--- src/rtl/gsd_pkg.sv ---
package gsd_pkg;
  typedef logic [1:0] tag_t;

  localparam tag_t TAG_FIRST = 2'd0;
  localparam tag_t TAG_LAST  = 2'd2;

  // seed fraction: truncated reciprocal of each interval midpoint, minus the leading one
  function automatic int seed_code(int idx_w, int k);
    int r;
    r = (1 << (2 * idx_w + 2)) / ((1 << (idx_w + 1)) + 2 * k + 1);
    return r - (1 << idx_w);
  endfunction
endpackage

--- src/rtl/gsd_seed_rom.sv ---
module gsd_seed_rom #(
  parameter int W     = 12,
  parameter int IDX_W = 3
) (
  input  logic [IDX_W-1:0] idx_i,
  output logic [W-1:0]     fac_o
);
  localparam int ENTRIES = 1 << IDX_W;
  localparam int PAD_W   = W - 1 - IDX_W;

  logic [IDX_W-1:0] tbl [ENTRIES];

  for (genvar g = 0; g < ENTRIES; g++) begin : g_tbl
    assign tbl[g] = IDX_W'(gsd_pkg::seed_code(IDX_W, g));
  end

  assign fac_o = {1'b1, tbl[idx_i], {PAD_W{1'b0}}};
endmodule

--- src/rtl/gsd_entry.sv ---
module gsd_entry #(
  parameter int W    = 12,
  parameter int ID_W = 4
) (
  input  logic              clk_i,
  input  logic              rst_ni,
  input  logic              ex_vld_i,
  input  gsd_pkg::tag_t     ex_tag_i,
  input  logic              ex_num_i,
  input  logic [ID_W-1:0]   ex_id_i,
  input  logic [W-1:0]      ex_val_i,
  input  logic              acc_i,
  input  logic              pend_i,
  input  logic [ID_W-1:0]   pend_id_i,
  input  logic [ID_W-1:0]   new_id_i,
  input  logic [W-1:0]      opnd_i,
  input  logic [W-1:0]      seed_i,
  input  logic [W-1:0]      fac_hold_i,
  output logic              recirc_o,
  output logic              en_vld_o,
  output gsd_pkg::tag_t     en_tag_o,
  output logic              en_num_o,
  output logic [ID_W-1:0]   en_id_o,
  output logic [W-1:0]      en_val_o,
  output logic [W-1:0]      en_fac_o
);
  import gsd_pkg::*;

  assign recirc_o = ex_vld_i && (ex_tag_i != TAG_LAST);

  always_comb begin
    en_vld_o = 1'b0;
    en_tag_o = TAG_FIRST;
    en_num_o = 1'b0;
    en_id_o  = '0;
    en_val_o = '0;
    en_fac_o = fac_hold_i;
    if (recirc_o) begin
      en_vld_o = 1'b1;
      en_tag_o = ex_tag_i + 2'd1;
      en_num_o = ex_num_i;
      en_id_o  = ex_id_i;
      en_val_o = ex_val_i;
      en_fac_o = ex_num_i ? fac_hold_i : ~ex_val_i;
    end else if (pend_i) begin
      en_vld_o = 1'b1;
      en_num_o = 1'b1;
      en_id_o  = pend_id_i;
      en_val_o = opnd_i;
    end else if (acc_i) begin
      en_vld_o = 1'b1;
      en_id_o  = new_id_i;
      en_val_o = opnd_i;
      en_fac_o = seed_i;
    end
  end

  AST_ENTRY_CLASH: assert property (@(posedge clk_i) disable iff (!rst_ni)
    recirc_o |-> !(pend_i || acc_i));
endmodule

--- src/rtl/gsd_mul_pipe.sv ---
module gsd_mul_pipe #(
  parameter int W      = 12,
  parameter int ID_W   = 4,
  parameter int STAGES = 4  // at least 2
) (
  input  logic              clk_i,
  input  logic              rst_ni,
  input  logic              in_vld_i,
  input  gsd_pkg::tag_t     in_tag_i,
  input  logic              in_num_i,
  input  logic [ID_W-1:0]   in_id_i,
  input  logic [W-1:0]      in_a_i,
  input  logic [W-1:0]      in_b_i,
  output logic              out_vld_o,
  output gsd_pkg::tag_t     out_tag_o,
  output logic              out_num_o,
  output logic [ID_W-1:0]   out_id_o,
  output logic [W-1:0]      out_val_o,
  output logic              pk_vld_o,
  output gsd_pkg::tag_t     pk_tag_o
);
  import gsd_pkg::*;

  localparam int PW   = 2 * W;
  localparam int LAST = STAGES - 1;
  localparam int PEEK = STAGES - 2;

  logic              s_vld [STAGES];
  tag_t              s_tag [STAGES];
  logic              s_num [STAGES];
  logic [ID_W-1:0]   s_id  [STAGES];
  logic [W-1:0]      s_val [STAGES];
  logic [W-1:0]      op_b;
  logic [PW-1:0]     prod;

  assign prod = {{W{1'b0}}, s_val[0]} * {{W{1'b0}}, op_b};

  always_ff @(posedge clk_i or negedge rst_ni) begin
    if (!rst_ni) begin
      for (int s = 0; s < STAGES; s++) begin
        s_vld[s] <= 1'b0;
        s_tag[s] <= TAG_FIRST;
        s_num[s] <= 1'b0;
        s_id[s]  <= '0;
        s_val[s] <= '0;
      end
      op_b <= '0;
    end else begin
      s_vld[0] <= in_vld_i;
      s_tag[0] <= in_tag_i;
      s_num[0] <= in_num_i;
      s_id[0]  <= in_id_i;
      s_val[0] <= in_a_i;
      op_b     <= in_b_i;
      s_vld[1] <= s_vld[0];
      s_tag[1] <= s_tag[0];
      s_num[1] <= s_num[0];
      s_id[1]  <= s_id[0];
      s_val[1] <= prod[PW-2:W-1];
      for (int s = 2; s < STAGES; s++) begin
        s_vld[s] <= s_vld[s-1];
        s_tag[s] <= s_tag[s-1];
        s_num[s] <= s_num[s-1];
        s_id[s]  <= s_id[s-1];
        s_val[s] <= s_val[s-1];
      end
    end
  end

  assign out_vld_o = s_vld[LAST];
  assign out_tag_o = s_tag[LAST];
  assign out_num_o = s_num[LAST];
  assign out_id_o  = s_id[LAST];
  assign out_val_o = s_val[LAST];
  assign pk_vld_o  = s_vld[PEEK];
  assign pk_tag_o  = s_tag[PEEK];

  AST_NO_OVERFLOW: assert property (@(posedge clk_i) disable iff (!rst_ni)
    s_vld[0] |-> !prod[PW-1]);

  AST_PAIR_FACTOR: assert property (@(posedge clk_i) disable iff (!rst_ni)
    (s_vld[0] && s_num[0]) |-> ($past(s_vld[0]) && !$past(s_num[0])
      && $past(s_id[0]) == s_id[0] && $past(s_tag[0]) == s_tag[0] && $stable(op_b)));
endmodule

--- src/rtl/gs_divider.sv ---
module gs_divider #(
  parameter int W          = 12,
  parameter int ID_W       = 4,
  parameter int MUL_STAGES = 4,
  parameter int SEED_IDX_W = 3
) (
  input  logic            clk_i,
  input  logic            rst_ni,
  input  logic            cmd_i,
  input  logic [W-1:0]    opnd_i,
  output logic            ready_o,
  output logic            q_valid_o,
  output logic [W-1:0]    q_o,
  output logic [ID_W-1:0] q_id_o
);
  import gsd_pkg::*;

  localparam int ONE     = 1 << (W - 1);
  localparam int IDX_TOP = W - 3;

  logic            ex_vld, ex_num, pk_vld, recirc_now, recirc_next, acc;
  tag_t            ex_tag, pk_tag, en_tag;
  logic [ID_W-1:0] ex_id, en_id, id_q, pend_id_q;
  logic [W-1:0]    ex_val, en_val, en_fac, seed, fac_q;
  logic            en_vld, en_num, pend_q;

  gsd_seed_rom #(.W(W), .IDX_W(SEED_IDX_W)) u_seed (
    .idx_i (opnd_i[IDX_TOP -: SEED_IDX_W]),
    .fac_o (seed)
  );

  gsd_entry #(.W(W), .ID_W(ID_W)) u_entry (
    .clk_i      (clk_i),
    .rst_ni     (rst_ni),
    .ex_vld_i   (ex_vld),
    .ex_tag_i   (ex_tag),
    .ex_num_i   (ex_num),
    .ex_id_i    (ex_id),
    .ex_val_i   (ex_val),
    .acc_i      (acc),
    .pend_i     (pend_q),
    .pend_id_i  (pend_id_q),
    .new_id_i   (id_q),
    .opnd_i     (opnd_i),
    .seed_i     (seed),
    .fac_hold_i (fac_q),
    .recirc_o   (recirc_now),
    .en_vld_o   (en_vld),
    .en_tag_o   (en_tag),
    .en_num_o   (en_num),
    .en_id_o    (en_id),
    .en_val_o   (en_val),
    .en_fac_o   (en_fac)
  );

  gsd_mul_pipe #(.W(W), .ID_W(ID_W), .STAGES(MUL_STAGES)) u_mul (
    .clk_i     (clk_i),
    .rst_ni    (rst_ni),
    .in_vld_i  (en_vld),
    .in_tag_i  (en_tag),
    .in_num_i  (en_num),
    .in_id_i   (en_id),
    .in_a_i    (en_val),
    .in_b_i    (en_fac),
    .out_vld_o (ex_vld),
    .out_tag_o (ex_tag),
    .out_num_o (ex_num),
    .out_id_o  (ex_id),
    .out_val_o (ex_val),
    .pk_vld_o  (pk_vld),
    .pk_tag_o  (pk_tag)
  );

  // first stage must be free now (for D) and next cycle (for N)
  assign recirc_next = pk_vld && (pk_tag != TAG_LAST);
  assign ready_o     = !pend_q && !recirc_now && !recirc_next;
  assign acc         = cmd_i && ready_o;

  always_ff @(posedge clk_i or negedge rst_ni) begin
    if (!rst_ni) begin
      pend_q    <= 1'b0;
      pend_id_q <= '0;
      id_q      <= '0;
      fac_q     <= '0;
    end else begin
      pend_q <= acc;
      if (acc) begin
        pend_id_q <= id_q;
        id_q      <= id_q + 1'b1;
      end
      fac_q <= en_fac;
    end
  end

  assign q_valid_o = ex_vld && ex_num && (ex_tag == TAG_LAST);
  assign q_o       = ex_val;
  assign q_id_o    = ex_id;

  AST_READY_GAP: assert property (@(posedge clk_i) disable iff (!rst_ni)
    acc |=> !ready_o);

  AST_SEED_RANGE: assert property (@(posedge clk_i) disable iff (!rst_ni)
    (ex_vld && !ex_num && ex_tag == TAG_FIRST) |->
      (int'(ex_val) >= ONE - ONE / 8 - 2 && int'(ex_val) <= ONE + ONE / 16));

  AST_CONVERGE: assert property (@(posedge clk_i) disable iff (!rst_ni)
    (ex_vld && !ex_num && ex_tag == TAG_LAST) |->
      (int'(ex_val) >= ONE - 8 && int'(ex_val) <= ONE));
endmodule

--- config.mk ---
export PLATFORM = sky130hd
export DESIGN_NAME = gs_divider
export DESIGN_NICKNAME = d
export VERILOG_FILES = /design/src/rtl/gsd_pkg.sv /design/src/rtl/gsd_seed_rom.sv /design/src/rtl/gsd_entry.sv /design/src/rtl/gsd_mul_pipe.sv /design/src/rtl/gs_divider.sv
export SDC_FILE = /design/constraint.sdc
export NUM_CORES = 1
export LEC_CHECK = 0
export BUFFER_PORTS_ARGS = -buffer_cell sky130_fd_sc_hd__clkbuf_2
export CORE_MARGIN = 8
export CORE_UTILIZATION = 40
export DETAILED_ROUTE_END_ITERATION = 10
export GPL_TIMING_DRIVEN = 0
export PLACE_DENSITY = 0.62
export REMOVE_ABC_BUFFERS = 1
export SLEW_MARGIN = 10
export SYNTH_ARGS = -nofsm -noshare
export SYNTH_HDL_FRONTEND = slang
export SYNTH_SLANG_ARGS = --single-unit
--- constraint.sdc ---
create_clock -name clk_i -period 9.23 [get_ports clk_i]
set_clock_uncertainty 0.2 [all_clocks]
set_input_delay 0.923 -clock clk_i [delete_from_list [all_inputs] [get_ports clk_i]]
set_output_delay 0.923 -clock clk_i [all_outputs]
set_load 0.005 [all_outputs]
# Word level (Yosys, flattened, before mapping)
# Memories as Yosys holds them, arrays and structs flattened.
# Cells that the tools add are included.
# word_totals
ff_bits	101
mem_bits_ro	24
in_bits	15
n_memories	1
# mem_list
name	depth	width	rd	rd_ports_with_merged_regs	wr	line_no	rtl
(no name shown)	8	3	1	0	0	gsd_seed_rom.sv:17	assign fac_o = {1'b1, tbl[idx_i], {PAD_W{1'b0}}};
# op_classes
n_addsub	2
multipliers	1
n_lt_le_gt_ge	1
eq_ne	5
muxes	18
n_bitwise	2
reduce_logical	12
# op_table
op	count
$mux W12	7
$mul A12 B12 Y23	1
$mux W4	3
$not A12 Y12	1
$ne A2 B2 Y1 const B	4
$logic_and A1 B1 Y1	7
$mux W3	2
$mux W1	5
$add A4 B1 Y4 const B	1
$ge A4 B4 Y1 const B	1
$not A3 Y4	1
$logic_not A1 Y1	3
$reduce_and A3 Y1	1
$add A2 B1 Y2 const B	1
$eq A2 B2 Y1 const B	1
$mux W2	1
$reduce_bool A2 Y1	1

# Longest topological paths before layout
# logic_depth
word_depth	9
mapped_depth	20
mapped_depth_nobuf	18

# Cells and area by module
# From an unflattened synthesis, not the netlist that was laid out.
# unflattened
cells_unflattened	792
area_unflattened_um2	8431.8
# by_module_without_submodules
module	instances	cells_each	area_per_inst_um2	seq_area_each_um2
gsd_mul_pipe	1	649	6972.9	2302.2
gs_divider	1	37	693.2	525.5
gsd_entry	1	84	601.8	0.0
gsd_seed_rom	1	22	163.9	0.0

# Least setup slack after synthesis
# OpenSTA, ideal clock, no wires.
# synth_timing
path_type	register to register
start	reg u_mul.op_b[3]
end	reg u_mul.s_val[33] (netlist name)
setup_ns	0.069
arrival_time_ns	4.687
t_required_ns	8.961
path_slack_ns	4.274
path_stages_with_launch	17
n_path_buf	1
path_cell_list	dfrtp_1 -> clkbuf_1 -> nand2_1 -> fa_1 -> fa_1 -> fa_1 -> inv_1 -> fa_1 -> inv_1 -> fa_1 -> inv_1 -> ha_1 -> and4_1 -> a31oi_2 -> or3_4 -> a211oi_2 -> nand3b_1
# synth_via
elab_chain_cells	1
# synth_rtl
item	line_no	rtl
from (decl)	gsd_mul_pipe.sv:33	logic [W-1:0] op_b;
from (signal assigned)	gsd_mul_pipe.sv:54	op_b <= in_b_i;
$mul A12 B12 Y23	gsd_mul_pipe.sv:36	assign prod = {{W{1'b0}}, s_val[0]} * {{W{1'b0}}, op_b};
net u_mul.prod[20]	gsd_mul_pipe.sv:34	logic [PW-1:0] prod;
to (signal, indexed assignment)	gsd_mul_pipe.sv:65	s_val[s] <= s_val[s-1];
to (decl)	gsd_mul_pipe.sv:32	logic [W-1:0] s_val [STAGES];
# The timed path passes the listed nets, and every way through them passes these cells.
# A chain may end at the register's enable or synchronous reset.

# Final worst setup path
# layout_timing
start	reg u_mul.op_b[3]
end	reg u_mul.s_val[35] (netlist name)
# The elaborated chain is that of the path after synthesis.

==> impl_results.md <==
* Status: completed
* Hold Buf Count CTS at 0
* Top-count cell post-synth: nand2_1
* Crit path buf inv count at 3
* Post-CTS setup buffer count at 0
* # clock sinks at about 100
* Placed cell count at 1,011
* Clock Pin Slew Worst Setup and Hold Paths at 0.07 ns
* Crit path largest cell delay at 0.72 ns
* Total grt overflow at 0
* Post-synthesis sequential area ratio at 32.51%
* H-Tree Depth at 3
* Routability cong. at 0.8314
* # IOs at 33
* Die height at roughly 160 um
* Post-synth cell types at 48
* Synthesized instance count at ~760
* Sequential cell area at 2527 sq um
* Site Rows at slightly above 50
* Slew Limit Fails at 0
* Post-Syn Area per Cell at around 10 sq um
* Synth Cell Area at around 7800 sq um
* Antenna viol nets, final at 0
* Final setup violation count at 0
* Share of layout cells above drive strength 1 at under 10%
* Diodes inserted at 0
* Final period utilization at around three fifths
* Top FF cell, synth: dfrtp_1
* Setup crit start kind: flip-flop
* Hold Path Class: flip-flop to flip-flop
* Pre-CTS WS at about 3.7 ns
* Unrepaired setup endpoints after global routing: no
* Vias in the first global route at 5,312
* Longest Clk Path Bufs at 2
* Core area at between 15,000 and 20,000 sq um
* Flops & latches, synth at about 100
* Max-Cap Viols at 0
* Area leader, netlist: dfrtp_1
* Post-Route Setup TNS at 0 ns
* CTS tree: built
* Latest clock arrival within the worst-skew pair at between 0.3 and 0.4 ns
* CP delay by family, top: adder cells
* Crit Path Class: flip-flop to flip-flop
* Post-synth EDFFs at 0
* Cell Count, Final, Fillers Out at 1,026
* Die X at 155.4 um
* Commonest cells post-synth: nand2_1 (132), inv_1 (123), dfrtp_1 (101)
* # fillers at 1,894
* Antenna violations before repair at 0
* Crit path cell chain: nand2_1, fa_1, fa_1, inv_1, fa_1, fa_1, inv_1, fa_1, inv_1, ha_1, and3_1, nand4_1, o31ai_2, a31oi_1, xnor2_1
* Worst Setup End Kind: flip-flop
* Vias per cell at 4.753
* Worst Slack Setup Final at roughly 3.6 ns
* CP most frequent cell: fa_1
* WP data required at just over 9 ns
* Num CTS Buffers at 9
* Yosys warning total at 0
* Ranking of synthesized cells by area: dfrtp_1 (33%), fa_1 (25%), ha_1 (9.8%), nand2_1 (6.4%), inv_1 (5.9%)
* Worst hold margin at roughly 0.14 ns
* CTS resizes at 0
* Minimum clock period at approximately 5.6 ns
* Hold Violations, Final at 0
* F_max at about 0.18 GHz
* Synth top area share at 32.51%
* Die footprint at about 24,000 sq um
* 1st-iter DRT viols at 248
* Post-synth ARST share at 100.0%
* Multi-input logic area at between 4000 and 5000 sq um
* Drt pass-1 iters at 4
* Critical path fanouts, max at 13
* Rel. slew slack at about half
* Tightest Pin Transition at about 0.76 ns
* Crit path DAT at 5.60 ns
* First-pass GRT wire length at ~27,000 um
* Slowest CP cell: dfrtp_1
* Synthesis-to-finish area growth at 7.274%
* Tot GR Track Use at ~14%
* Drt drc at 0
* Routed len/inst at between 15 and 20 um
* Largest net degree at the start of global routing at 102
* Fin nets at ~930
* Number of port buffers at 32
* Clock root cell: clkbuf_16
* Hpwl dp at about 12,000 um
* WL final at 15,500 um
* Starting Density at about two fifths
* Via count at 4,877
-- cell families after synthesis --
| group | after synthesis | synth area share, % |
|---|---|---|
| xor+xnor | 19 | 2.140 |
| fa+ha+maj | 159 | 35.05 |
| mux | 1 | 0.1287 |
| buf+inv | 173 | 9.478 |
| flops | 101 | 32.51 |
| simple gates | 238 | 14.61 |
| compound gates | 71 | 6.083 |
-- path summary, 6_finish.rpt --
check                                           from                           end  slack (ns)  cells past startpoint
setup reg to reg           u_mul.op_b[3]$_DFFE_PN0P_     u_mul.s_val[35]$_DFF_PN0_        3.64                     15
min in group asynchronous                     rst_ni   u_mul.out_id_o[3]$_DFF_PN0_        0.45                      1
max in group asynchronous                     rst_ni     u_mul.s_val[25]$_DFF_PN0_        7.85                      1
hold / removal             u_mul.s_val[20]$_DFF_PN0_  u_mul.out_val_o[8]$_DFF_PN0_        0.14                      0
setup / recovery           u_mul.op_b[3]$_DFFE_PN0P_     u_mul.s_val[35]$_DFF_PN0_        3.64                     15
hold reg to reg            u_mul.s_val[20]$_DFF_PN0_  u_mul.out_val_o[8]$_DFF_PN0_        0.14                      0
-- layout make-up --
class | instances | area share (%)
flip-flops and latches | 101 | 30.30
clock inverters | 6 | 0.9751
clock buffers | 9 | 2.700
inverters | 124 | 5.581
repair buffers | 33 | 2.355
multi-input cells | 488 | 54.11
well taps | 265 | 3.975
-- through the flow --
step | util [%] | instance area, sq um
finish | 43.28 | 8341
CTS | 43.28 | 8341
detailed placement | 41.69 | 8034
floorplan | - | 7503
global route | 43.28 | 8341
global placement | 41.49 | 7995
-- worst reg2reg max path: stages, from the launching register on --
cell and delay [ns]:
dfrtp_1 0.72, nand2_1 0.17, fa_1 0.53, fa_1 0.51, inv_1 0.05, fa_1 0.51
fa_1 0.50, inv_1 0.05, fa_1 0.50, inv_1 0.05, ha_1 0.39, and3_1 0.26
nand4_1 0.13, o31ai_2 0.46, a31oi_1 0.25, xnor2_1 0.18
-- layer usage --
metal / share of wire, % / global-route usage (%) / routed length, um
met5: 0 / 0 / 0
met1: 48 / 19.02 / 7447
met3: 2.5 / 1.748 / 385
met4: 1.6 / 3.651 / 241
met2: 48 / 23.11 / 7430
-- registers in the layout, indices dropped and copies added (netlist names) --
| register | flops |
|---|---|
| u_mul.s_val | 36 |
| u_mul.op_b | 12 |
| u_mul.out_val_o | 12 |
| u_mul.s_id | 12 |
| id_q | 4 |
| pend_id_q | 4 |
| u_mul.out_id_o | 4 |
| u_mul.s_tag | 4 |
| u_mul.s_num | 3 |
| u_mul.out_tag_o | 2 |
| u_mul.pk_tag_o | 2 |
| u_mul.s_vld | 2 |
| pend_q | 1 |
| u_mul.out_num_o | 1 |
| u_mul.out_vld_o | 1 |
| u_mul.pk_vld_o | 1 |
-- placed cells by master, fill, tap and decap left out, types with 2 or more instances in the layout --
master / n
dfrtp_1: 101
nor2_1: 13
nand2b_1: 3
clkinv_4: 2
or2_2: 2
nand3_1: 9
a211oi_1: 2
fa_1: 98
a21oi_1: 16
inv_1: 123
xnor2_1: 12
o21ai_1: 4
a22o_1: 11
and3_1: 3
and2_1: 60
o21a_1: 2
ha_1: 61
nand4_1: 4
inv_6: 2
nor2_2: 2
xor2_1: 7
clkbuf_2: 31
o21bai_1: 2
nor2b_1: 2
o21ai_0: 20
a31oi_1: 3
nand2_1: 132
clkbuf_16: 9
Power is left out: the tool's default activity adds up to more than one toggle a clock period on the data nets, which glitch-free logic cannot reach.
